--- src/rtl/rla_pkg.sv ---
// Shared rate code type and helpers for the beam rate limit arbiter.
// Assumes: code 0 = no beam; a larger code means a higher allowed rate.
package rla_pkg;
    localparam int RATE_W = 3;
    typedef logic [RATE_W-1:0] rate_t;
    localparam rate_t RATE_MAX = '1;
    localparam rate_t RATE_OFF = '0;

    // Lower of two rate codes (plain unsigned compare)
    function automatic rate_t rate_min(input rate_t a, input rate_t b);
        return (a < b) ? a : b;
    endfunction
endpackage

--- src/rtl/rla_fault_latch.sv ---
// Sticky fault latch bank. The effective fault is the raw input OR the held bit,
// so a new fault is seen in the same cycle. A held bit drops only on a clear
// strobe while its raw input is low. Assumes inputs are already synchronous.
module rla_fault_latch #(
    parameter int W = 16
) (
    input  logic         clk,
    input  logic         rst_n,
    input  logic [W-1:0] raw,
    input  logic         clr,
    output logic [W-1:0] eff
);
    logic [W-1:0] held;

    // Capture raw faults; clear held bits only when the strobe is present
    always_ff @(posedge clk) begin
        if (!rst_n) held <= '0;
        else        held <= raw | (held & ~{W{clr}});
    end

    // Effective fault is live raw input or remembered fault
    always_comb eff = raw | held;

    AST_LATCH_HOLD: assert property (@(posedge clk) disable iff (!rst_n)
        !clr |=> ((held & $past(held)) == $past(held)));
    AST_CLEAR_KEEPS_ACTIVE: assert property (@(posedge clk) disable iff (!rst_n)
        clr |=> ((held & $past(raw)) == $past(raw)));
endmodule

--- src/rtl/rla_unit.sv ---
// One algorithm unit: proposes a ceiling from its own effective faults.
// Fault bit j caps the proposal at code j; no active fault proposes RATE_MAX.
// Assumes NF < 2**RATE_W so every index fits in a rate code.
module rla_unit
    import rla_pkg::*;
#(
    parameter int NF = 4
) (
    input  logic [NF-1:0] fault,
    output rate_t         proposal
);
    // Lowest-index active fault wins (scan high to low, last hit is lowest)
    always_comb begin
        proposal = RATE_MAX;
        for (int j = NF - 1; j >= 0; j--) begin
            if (fault[j]) proposal = rate_t'(j);
        end
    end
endmodule

--- src/rtl/rla_grant.sv ---
// Granted-rate register for one beam. Drops at once to min(request, limit);
// rises only when raising is permitted (automatic recovery or a load strobe).
module rla_grant
    import rla_pkg::*;
(
    input  logic  clk,
    input  logic  rst_n,
    input  rate_t req,
    input  rate_t limit,
    input  logic  raise_ok,
    output rate_t granted
);
    rate_t target;

    // Target is the requested rate clipped by the limit
    always_comb target = rate_min(req, limit);

    // Update the grant; without permission it may only fall
    always_ff @(posedge clk) begin
        if (!rst_n)        granted <= RATE_OFF;
        else if (raise_ok) granted <= target;
        else               granted <= rate_min(granted, target);
    end

    AST_NO_RISE: assert property (@(posedge clk) disable iff (!rst_n)
        !raise_ok |=> granted <= $past(granted));
    AST_UNDER_LIMIT: assert property (@(posedge clk) disable iff (!rst_n)
        1'b1 |=> granted <= $past(limit));
endmodule

--- src/rtl/rate_limit_arbiter.sv ---
// Top: latches device and interrupt faults, lets NU units propose ceilings,
// keeps the lowest, applies the stopper-dependent mode rules and registers
// one granted rate per beam. All outputs change one edge after an input change.
module rate_limit_arbiter
    import rla_pkg::*;
#(
    parameter int NU = 4,
    parameter int NF = 4
) (
    input  logic             clk,
    input  logic             rst_n,
    input  logic [NU*NF-1:0] fault_raw,
    input  logic             intr_fault_raw,
    input  logic             fault_clr,
    input  logic             stopper_in,
    input  logic             auto_recover,
    input  logic             req_load,
    input  logic [RATE_W-1:0] req_primary,
    input  logic [RATE_W-1:0] req_secondary,
    output logic [RATE_W-1:0] rate_primary,
    output logic [RATE_W-1:0] rate_secondary
);
    localparam int NBITS = NU * NF;

    logic [NBITS-1:0] fault_eff;
    logic             intr_eff;
    rate_t            proposal [NU];
    rate_t            chain    [NU+1];
    rate_t            algo_min;
    logic             intr_active;
    rate_t            lim_p, lim_s;
    logic             raise_ok;

    rla_fault_latch #(.W(NBITS)) u_dev_latch (
        .clk(clk), .rst_n(rst_n), .raw(fault_raw), .clr(fault_clr), .eff(fault_eff));

    rla_fault_latch #(.W(1)) u_intr_latch (
        .clk(clk), .rst_n(rst_n), .raw(intr_fault_raw), .clr(fault_clr), .eff(intr_eff));

    // Minimum chain over all unit proposals
    assign chain[0] = RATE_MAX;
    generate
        for (genvar u = 0; u < NU; u++) begin : g_unit
            rla_unit #(.NF(NF)) u_unit (
                .fault(fault_eff[u*NF +: NF]), .proposal(proposal[u]));
            assign chain[u+1] = rate_min(chain[u], proposal[u]);
        end
    endgenerate
    assign algo_min = chain[NU];

    // Mode rules: interrupt fault counts only with stoppers withdrawn;
    // the secondary beam is limited only with stoppers withdrawn
    always_comb begin
        intr_active = intr_eff & ~stopper_in;
        lim_p       = intr_active ? RATE_OFF : algo_min;
        lim_s       = stopper_in ? RATE_MAX : lim_p;
        raise_ok    = auto_recover | req_load;
    end

    rla_grant u_grant_p (
        .clk(clk), .rst_n(rst_n), .req(req_primary), .limit(lim_p),
        .raise_ok(raise_ok), .granted(rate_primary));

    rla_grant u_grant_s (
        .clk(clk), .rst_n(rst_n), .req(req_secondary), .limit(lim_s),
        .raise_ok(raise_ok), .granted(rate_secondary));

    AST_SHARED_INTR_ZERO: assert property (@(posedge clk) disable iff (!rst_n)
        (!stopper_in && intr_eff) |=> (rate_primary == '0 && rate_secondary == '0));
    AST_ISO_SECONDARY_FREE: assert property (@(posedge clk) disable iff (!rst_n)
        (stopper_in && raise_ok) |=> rate_secondary == $past(req_secondary));
    AST_PRIMARY_UNDER_ALGO: assert property (@(posedge clk) disable iff (!rst_n)
        1'b1 |=> rate_primary <= $past(algo_min));
endmodule

--- config.mk ---
export PLATFORM = sky130hd
export DESIGN_NAME = rate_limit_arbiter
export DESIGN_NICKNAME = d
export VERILOG_FILES = /design/src/rtl/rla_pkg.sv /design/src/rtl/rla_fault_latch.sv /design/src/rtl/rla_unit.sv /design/src/rtl/rla_grant.sv /design/src/rtl/rate_limit_arbiter.sv
export SDC_FILE = /design/constraint.sdc
export NUM_CORES = 1
export LEC_CHECK = 0
export ABC_CLOCK_PERIOD_IN_PS = 18800
export BUFFER_PORTS_ARGS = -buffer_cell sky130_fd_sc_hd__buf_4
export CAP_MARGIN = 20
export CORE_AREA = 10 10 106 61
export DETAILED_ROUTE_END_ITERATION = 16
export DIE_AREA = 0 0 116 71
export PLACE_DENSITY_LB_ADDON = 0.3
export SETUP_SLACK_MARGIN = 0.1
export SLEW_MARGIN = 20
export SYNTH_ARGS = -nofsm -noshare
export SYNTH_HDL_FRONTEND = slang
export SYNTH_HIERARCHICAL = 1
export SYNTH_SLANG_ARGS = --single-unit
--- constraint.sdc ---
create_clock -name clk -period 18.8 [get_ports clk]
set_input_delay 1.88 -clock clk [delete_from_list [all_inputs] [get_ports clk]]
set_output_delay 1.88 -clock clk [all_outputs]
set_load 0.02 [all_outputs]
Yosys cells after proc, flatten, opt, wreduce, memory -nomap -nowiden:

Index checks and enable logic that the tools add are counted.

* eq/ne operators: 2
* muxes and demuxes: 28
* magnitude comparators: 8
* bitwise operators: 11

Operators with widths (count)
* $mux W3: 28
* $or A16 B16 Y16: 2
* $lt A3 B3 Y1: 7
* $and A16 B16 Y16: 1
* $not A16 Y16: 1
* $ne A2 B2 Y1 const B: 2
* $lt A3 B3 Y1 const A: 1
* $or A1 B1 Y1: 3
* $and A1 B1 Y1: 2
* $not A1 Y1: 2

* logic and storage cells: 53
* output and inout bits: 6
* input port bits: 29
* bits in registers: 23

Logic depth before layout (Yosys ltp):

* word-level depth: 20
* mapped depth: 28
* gate-level depth less buffers: 28

Modules after synthesis:

The synthesis kept the hierarchy.

Modules (own cells, without submodules)
* rla_fault_latch (u_dev_latch): seq. area each 320.3 um^2, cells each 67, instances 1, area each 665.6 um^2
* rla_grant: seq. area each 60.1 um^2, cells each 32, instances 2, area each 306.5 um^2
* rate_limit_arbiter: seq. area each 0.0 um^2, cells each 55, instances 1, area each 370.4 um^2
* rla_unit: seq. area each 0.0 um^2, cells each 4, instances 4, area each 25.0 um^2
* rla_fault_latch (u_intr_latch): seq. area each 20.0 um^2, cells each 4, instances 1, area each 47.5 um^2

Worst setup path before layout:

No wires, ideal clock.

* path type: input port to flip-flop
* start: in fault_raw[4]
* end: reg u_grant_s.granted[1]
* setup time: 0.121 ns
* slack: 11.504 ns
* buffers on the path: 0
* cell stages on the path: 27
* required time: 18.679 ns
* arrival: 7.174 ns
* cells stage by stage: or2_2 -> nor4_2 -> inv_1 -> ha_1 -> nor2_1 -> a21oi_2 -> mux2_4 -> ha_1 -> o21ai_2 -> a32oi_1 -> mux2_4 -> ha_1 -> o21a_1 -> nor2_1 -> a31o_1 -> a31oi_1 -> nor2_1 -> a221o_1 -> inv_1 -> ha_1 -> a21oi_1 -> o21ai_1 -> mux2i_1 -> ha_1 -> or4_4 -> o311ai_4 -> mux2_4

RTL lines
* start: declaration: RTL line rate_limit_arbiter.sv:12 `input logic [NU*NF-1:0] fault_raw,`
* end signal: assignment: RTL line rla_grant.sv:21 `else if (raise_ok) granted <= target;`
* end signal: assignment: RTL line rla_grant.sv:22 `else granted <= rate_min(granted, target);`
* end: declaration: RTL line rla_grant.sv:11 `output rate_t granted`

==> impl_metrics.py <==
metrics = {
    "cts": {
        "cts_sinks": 23,
        "ctsLongestPathBuffers": 2,
        "cts_setup_buffers": 0,
        "h-tree-depth": 1,
        "cts.hold.buffers_added": 0,
        "post_cts_resized": 0,
        "clkSlewWorstSetupHoldPaths_ps": 90,
        "clock_latency_ps": 270,
        "clock_tree_from_tritoncts": "built",
        "cts_root_buf": "sky130_fd_sc_hd__clkbuf_8",
        "number_of_clock_buffers_inserted_by_tritoncts": 3,
    },
    "power": {
        "leakagePower_uw": 0.000931,
        "comb_power_share_pct": 32.8,
        "power_switching_share_pct": 31.3,
        "p_per_area_mw_per_mm2": 60.1,
        "p_switching_uw": 40.5,
        "pwr-share-clk_pct": 25.6,
        "power_report.internal_total_uw": 89.1,
        "p_seq_share_pct": 41.7,
        "vdd.ir_drop.worst_mv": 0.0307,
        "power_uw": 130,
    },
    "worst_hold_path": {
        "timing.hold.worst.class": "reg -> reg",
    },
    "setup_path": {
        "path_max_fanout": 4,
        "crit_path_start_kind": "input pin",
        "crit_required_ps": 18970,
        "worstSetupPathType": "in -> reg",
        "setup.worst_path.end_class": "flop",
        "critical_path_arrival_ps": 7730,
    },
    "timing": {
        "setup_total_negative_slack_ps": 0,
        "rsz0062_at_grt": "false",
        "slew_hr_pct": 67.9,
        "report.final.slew_viol_count": 0,
        "maxClockFrequency_mhz": 132,
        "period_minus_slack_ps": 7570,
        "timing_worst_slew_pin_value_ps": 478,
        "finalClockSkew_ps": 5.70,
        "layout_worst_path_cycle_share_pct": 40.3,
        "finalSetupViolCount": 0,
        "hold_viol": 0,
    },
    "synth": {
        "synth_seq_cells": 23,
        "syn-mean-instance-area_sq_um": 8.72,
        "netlist-cell-type-count": 34,
        "seq_area_frac_synth_pct": 25.6,
        "ys_warn_count": 6,
        "synthesis.instances": 206,
        "postSynthNetCount": 252,
        "synth.cell_area_sq_mm": 0.00180,
    },
    "floorplanning": {
        "die_width_um": 116,
        "placeableCoreArea_sq_mm": 0.00468,
        "floorplan.rows": 18,
        "dieArea_sq_mm": 0.00824,
        "pin_count": 35,
        "floorplan.initialDensity_pct": 38.4,
        "fp.dieH_um": 71,
    },
    "layout": {
        "final.fill_count": 477,
        "antenna-diode-count": 0,
        "drive_above_1_share_pct": 30.3,
        "num-nets-final": 288,
        "multi_input_area_sq_mm": 0.00125,
        "area_used_by_sequential_logic_in_the_layout_sq_um": 460,
        "area.growth.synth_to_final_pct": 20.0,
    },
    "status": {
        "status": "finished, final reports clean",
    },
    "global_route": {
        "grt_util_all_layers_pct": 9.96,
        "via_count_of_the_first_global_routing_pass": 1434,
        "grt_antenna_before_repair": 0,
        "grt_overflow": 0,
        "global_route_wire_length_before_repair_um": 6860,
        "grt_max_degree": 30,
    },
    "drt": {
        "via_count": 1426,
        "initialDrtViolationCount": 56,
        "drt_drc_violations_left": 0,
        "detail_route.wirelength_um": 3960,
        "vias_per_cell": 4.74,
        "drtAntennaViolNets": 0,
        "drt_pass1_iterations": 4,
        "avgRoutedWirePerCell_um": 13.2,
    },
    "placement": {
        "detailedPlacementHpwl_um": 3260,
        "place.gp.congestion": 0.834,
        "port-buffer-count": 34,
    },
    "flow_run": {
        "max_cap_violations": 0,
    },
}
## final timing paths
kind                   startpoint                   end  slack [ps]  cells past startpoint
min          u_grant_p/granted[0]  u_grant_p/granted[0]         490                      2
max reg2reg   u_dev_latch/held[4]  u_grant_s/granted[1]       12610                     27
min reg2reg  u_grant_p/granted[0]  u_grant_p/granted[0]         490                      2
max                  fault_raw[4]  u_grant_s/granted[1]       11230                     28
## placed cells by master (no fill, tap or decap), types with 4 or more instances in the layout
master                     n
sky130_fd_sc_hd__a21oi_1  11
sky130_fd_sc_hd__and2b_1   4
sky130_fd_sc_hd__buf_4    34
sky130_fd_sc_hd__dfxtp_1  23
sky130_fd_sc_hd__ha_1     17
sky130_fd_sc_hd__inv_1    18
sky130_fd_sc_hd__mux2_4    4
sky130_fd_sc_hd__mux2i_1   6
sky130_fd_sc_hd__nand2_1  11
sky130_fd_sc_hd__nor2_1   15
sky130_fd_sc_hd__nor2b_1  18
sky130_fd_sc_hd__nor4_2    4
sky130_fd_sc_hd__o21a_1   22
sky130_fd_sc_hd__o21ai_1   4
sky130_fd_sc_hd__or2_2    17
## sequential cells by signal, summed over array words and instances (netlist names)
register,flops
u_grant_p/granted,3
u_intr_latch/held,1
u_grant_s/granted,3
u_dev_latch/held,16
## power by group through the flow
| stage | registers, uW | clock network (uW) | logic (uW) |
|---|---|---|---|
| final | 54.0 | 33.2 | 42.5 |
| after global routing | 54.6 | 37.9 | 46.7 |
| after CTS | 54.0 | 35.8 | 42.6 |
| after detailed placement | 55.2 | 0 | 42.4 |
| after global placement | 55.1 | 0 | 42.1 |
| after floorplan | 56.4 | 0 | 28.9 |
## routing by layer
metal / vias to the layer above / track usage (%) / wire length [um]
met2: 25 / 13.7 / 1520
met5: - / 0 / 0
met3: 5 / 4.12 / 255
met4: 0 / 1.66 / 15
li1: 785 / - / -
met1: 611 / 14.1 / 2180
## logic make-up (layout without fill, tap and decap cells)
group	after synthesis	count (layout)	share of synthesized area (%)
compound gates	54	54	23.8
fa+ha+maj	17	17	11.8
buf+inv	21	56	4.87
flops	23	23	25.6
mux	10	10	6.69
simple gates	81	81	27.2
## critical path, stage by stage
cell                       delay (ps)
sky130_fd_sc_hd__buf_4            110
sky130_fd_sc_hd__or2_2            300
sky130_fd_sc_hd__nor4_2           340
sky130_fd_sc_hd__inv_1             80
sky130_fd_sc_hd__ha_1             320
sky130_fd_sc_hd__nor2_1            60
sky130_fd_sc_hd__a21oi_2          120
sky130_fd_sc_hd__mux2_4           320
sky130_fd_sc_hd__ha_1             290
sky130_fd_sc_hd__o21ai_2           60
sky130_fd_sc_hd__a32oi_1          190
sky130_fd_sc_hd__mux2_4           340
sky130_fd_sc_hd__ha_1             270
sky130_fd_sc_hd__o21a_1           120
sky130_fd_sc_hd__nor2_1            50
sky130_fd_sc_hd__a31o_1           180
sky130_fd_sc_hd__a31oi_1          290
sky130_fd_sc_hd__nor2_1            80
sky130_fd_sc_hd__a221o_1          380
sky130_fd_sc_hd__inv_1             70
sky130_fd_sc_hd__ha_1             180
sky130_fd_sc_hd__a21oi_1           80
sky130_fd_sc_hd__o21ai_1          100
sky130_fd_sc_hd__mux2i_1          280
sky130_fd_sc_hd__ha_1             270
sky130_fd_sc_hd__or4_4            530
sky130_fd_sc_hd__o311ai_4         110
sky130_fd_sc_hd__mux2_4           330
## final cells by class
type                    instances  share of cell area, %
inverters                      18                   3.13
repair buffers                 34                   11.8
multi-input cells             162                   57.9
flip-flops and latches         23                   21.4
clock inverters                 1                  0.348
well taps                      60                   3.48
clock buffers                   3                   1.92
## synth_stat cells
cell type / instances / area share, %
sky130_fd_sc_hd__a32oi_1: 1 / 0.49
sky130_fd_sc_hd__a31o_1: 1 / 0.49
sky130_fd_sc_hd__mux2i_1: 6 / 3.3
sky130_fd_sc_hd__o311ai_4: 2 / 2.9
sky130_fd_sc_hd__a21oi_2: 1 / 0.49
sky130_fd_sc_hd__or2_1: 3 / 1.0
sky130_fd_sc_hd__nor3_1: 1 / 0.28
sky130_fd_sc_hd__or2_2: 17 / 5.9
sky130_fd_sc_hd__mux2_4: 4 / 3.3
sky130_fd_sc_hd__and2b_1: 4 / 1.7
sky130_fd_sc_hd__and2_1: 2 / 0.70
sky130_fd_sc_hd__nor4_1: 2 / 0.70
sky130_fd_sc_hd__or4_4: 2 / 1.3
sky130_fd_sc_hd__a211o_1: 3 / 1.5
sky130_fd_sc_hd__o21ai_2: 2 / 0.98
sky130_fd_sc_hd__inv_1: 18 / 3.8
sky130_fd_sc_hd__o21a_1: 22 / 9.2
sky130_fd_sc_hd__o21ai_1: 4 / 1.1
sky130_fd_sc_hd__nand2_1: 11 / 2.3
sky130_fd_sc_hd__clkbuf_2: 1 / 0.28
sky130_fd_sc_hd__buf_4: 2 / 0.84
sky130_fd_sc_hd__nor2b_4: 1 / 0.77
sky130_fd_sc_hd__a22o_1: 1 / 0.49
sky130_fd_sc_hd__nor4_2: 4 / 2.8
sky130_fd_sc_hd__nor2b_1: 18 / 6.3
sky130_fd_sc_hd__a21oi_1: 11 / 3.1
sky130_fd_sc_hd__a31oi_1: 1 / 0.35
sky130_fd_sc_hd__nand2b_1: 1 / 0.35
sky130_fd_sc_hd__o211ai_2: 2 / 1.4
sky130_fd_sc_hd__dfxtp_1: 23 / 26
sky130_fd_sc_hd__nor2_1: 15 / 3.1
sky130_fd_sc_hd__ha_1: 17 / 12
sky130_fd_sc_hd__a221o_1: 1 / 0.56
sky130_fd_sc_hd__o211ai_1: 2 / 0.84
## through the flow
step / hold slack [ps] / worst slack (ps) / util (%) / std cells / instance area, sq um
2_1_floorplan: 522 / 11500 / - / 206 / 1800
3_3_place_gp: 466 / 11120 / 45.0 / 297 / 2110
3_5_place_dp: 480 / 10960 / 45.0 / 297 / 2110
4_1_cts: 494 / 11260 / 46.0 / 301 / 2160
5_1_grt: 522 / 10970 / 46.0 / 301 / 2160
6_report: 491 / 11230 / 46.0 / 301 / 2160
(Power assumes the default switching activity.)
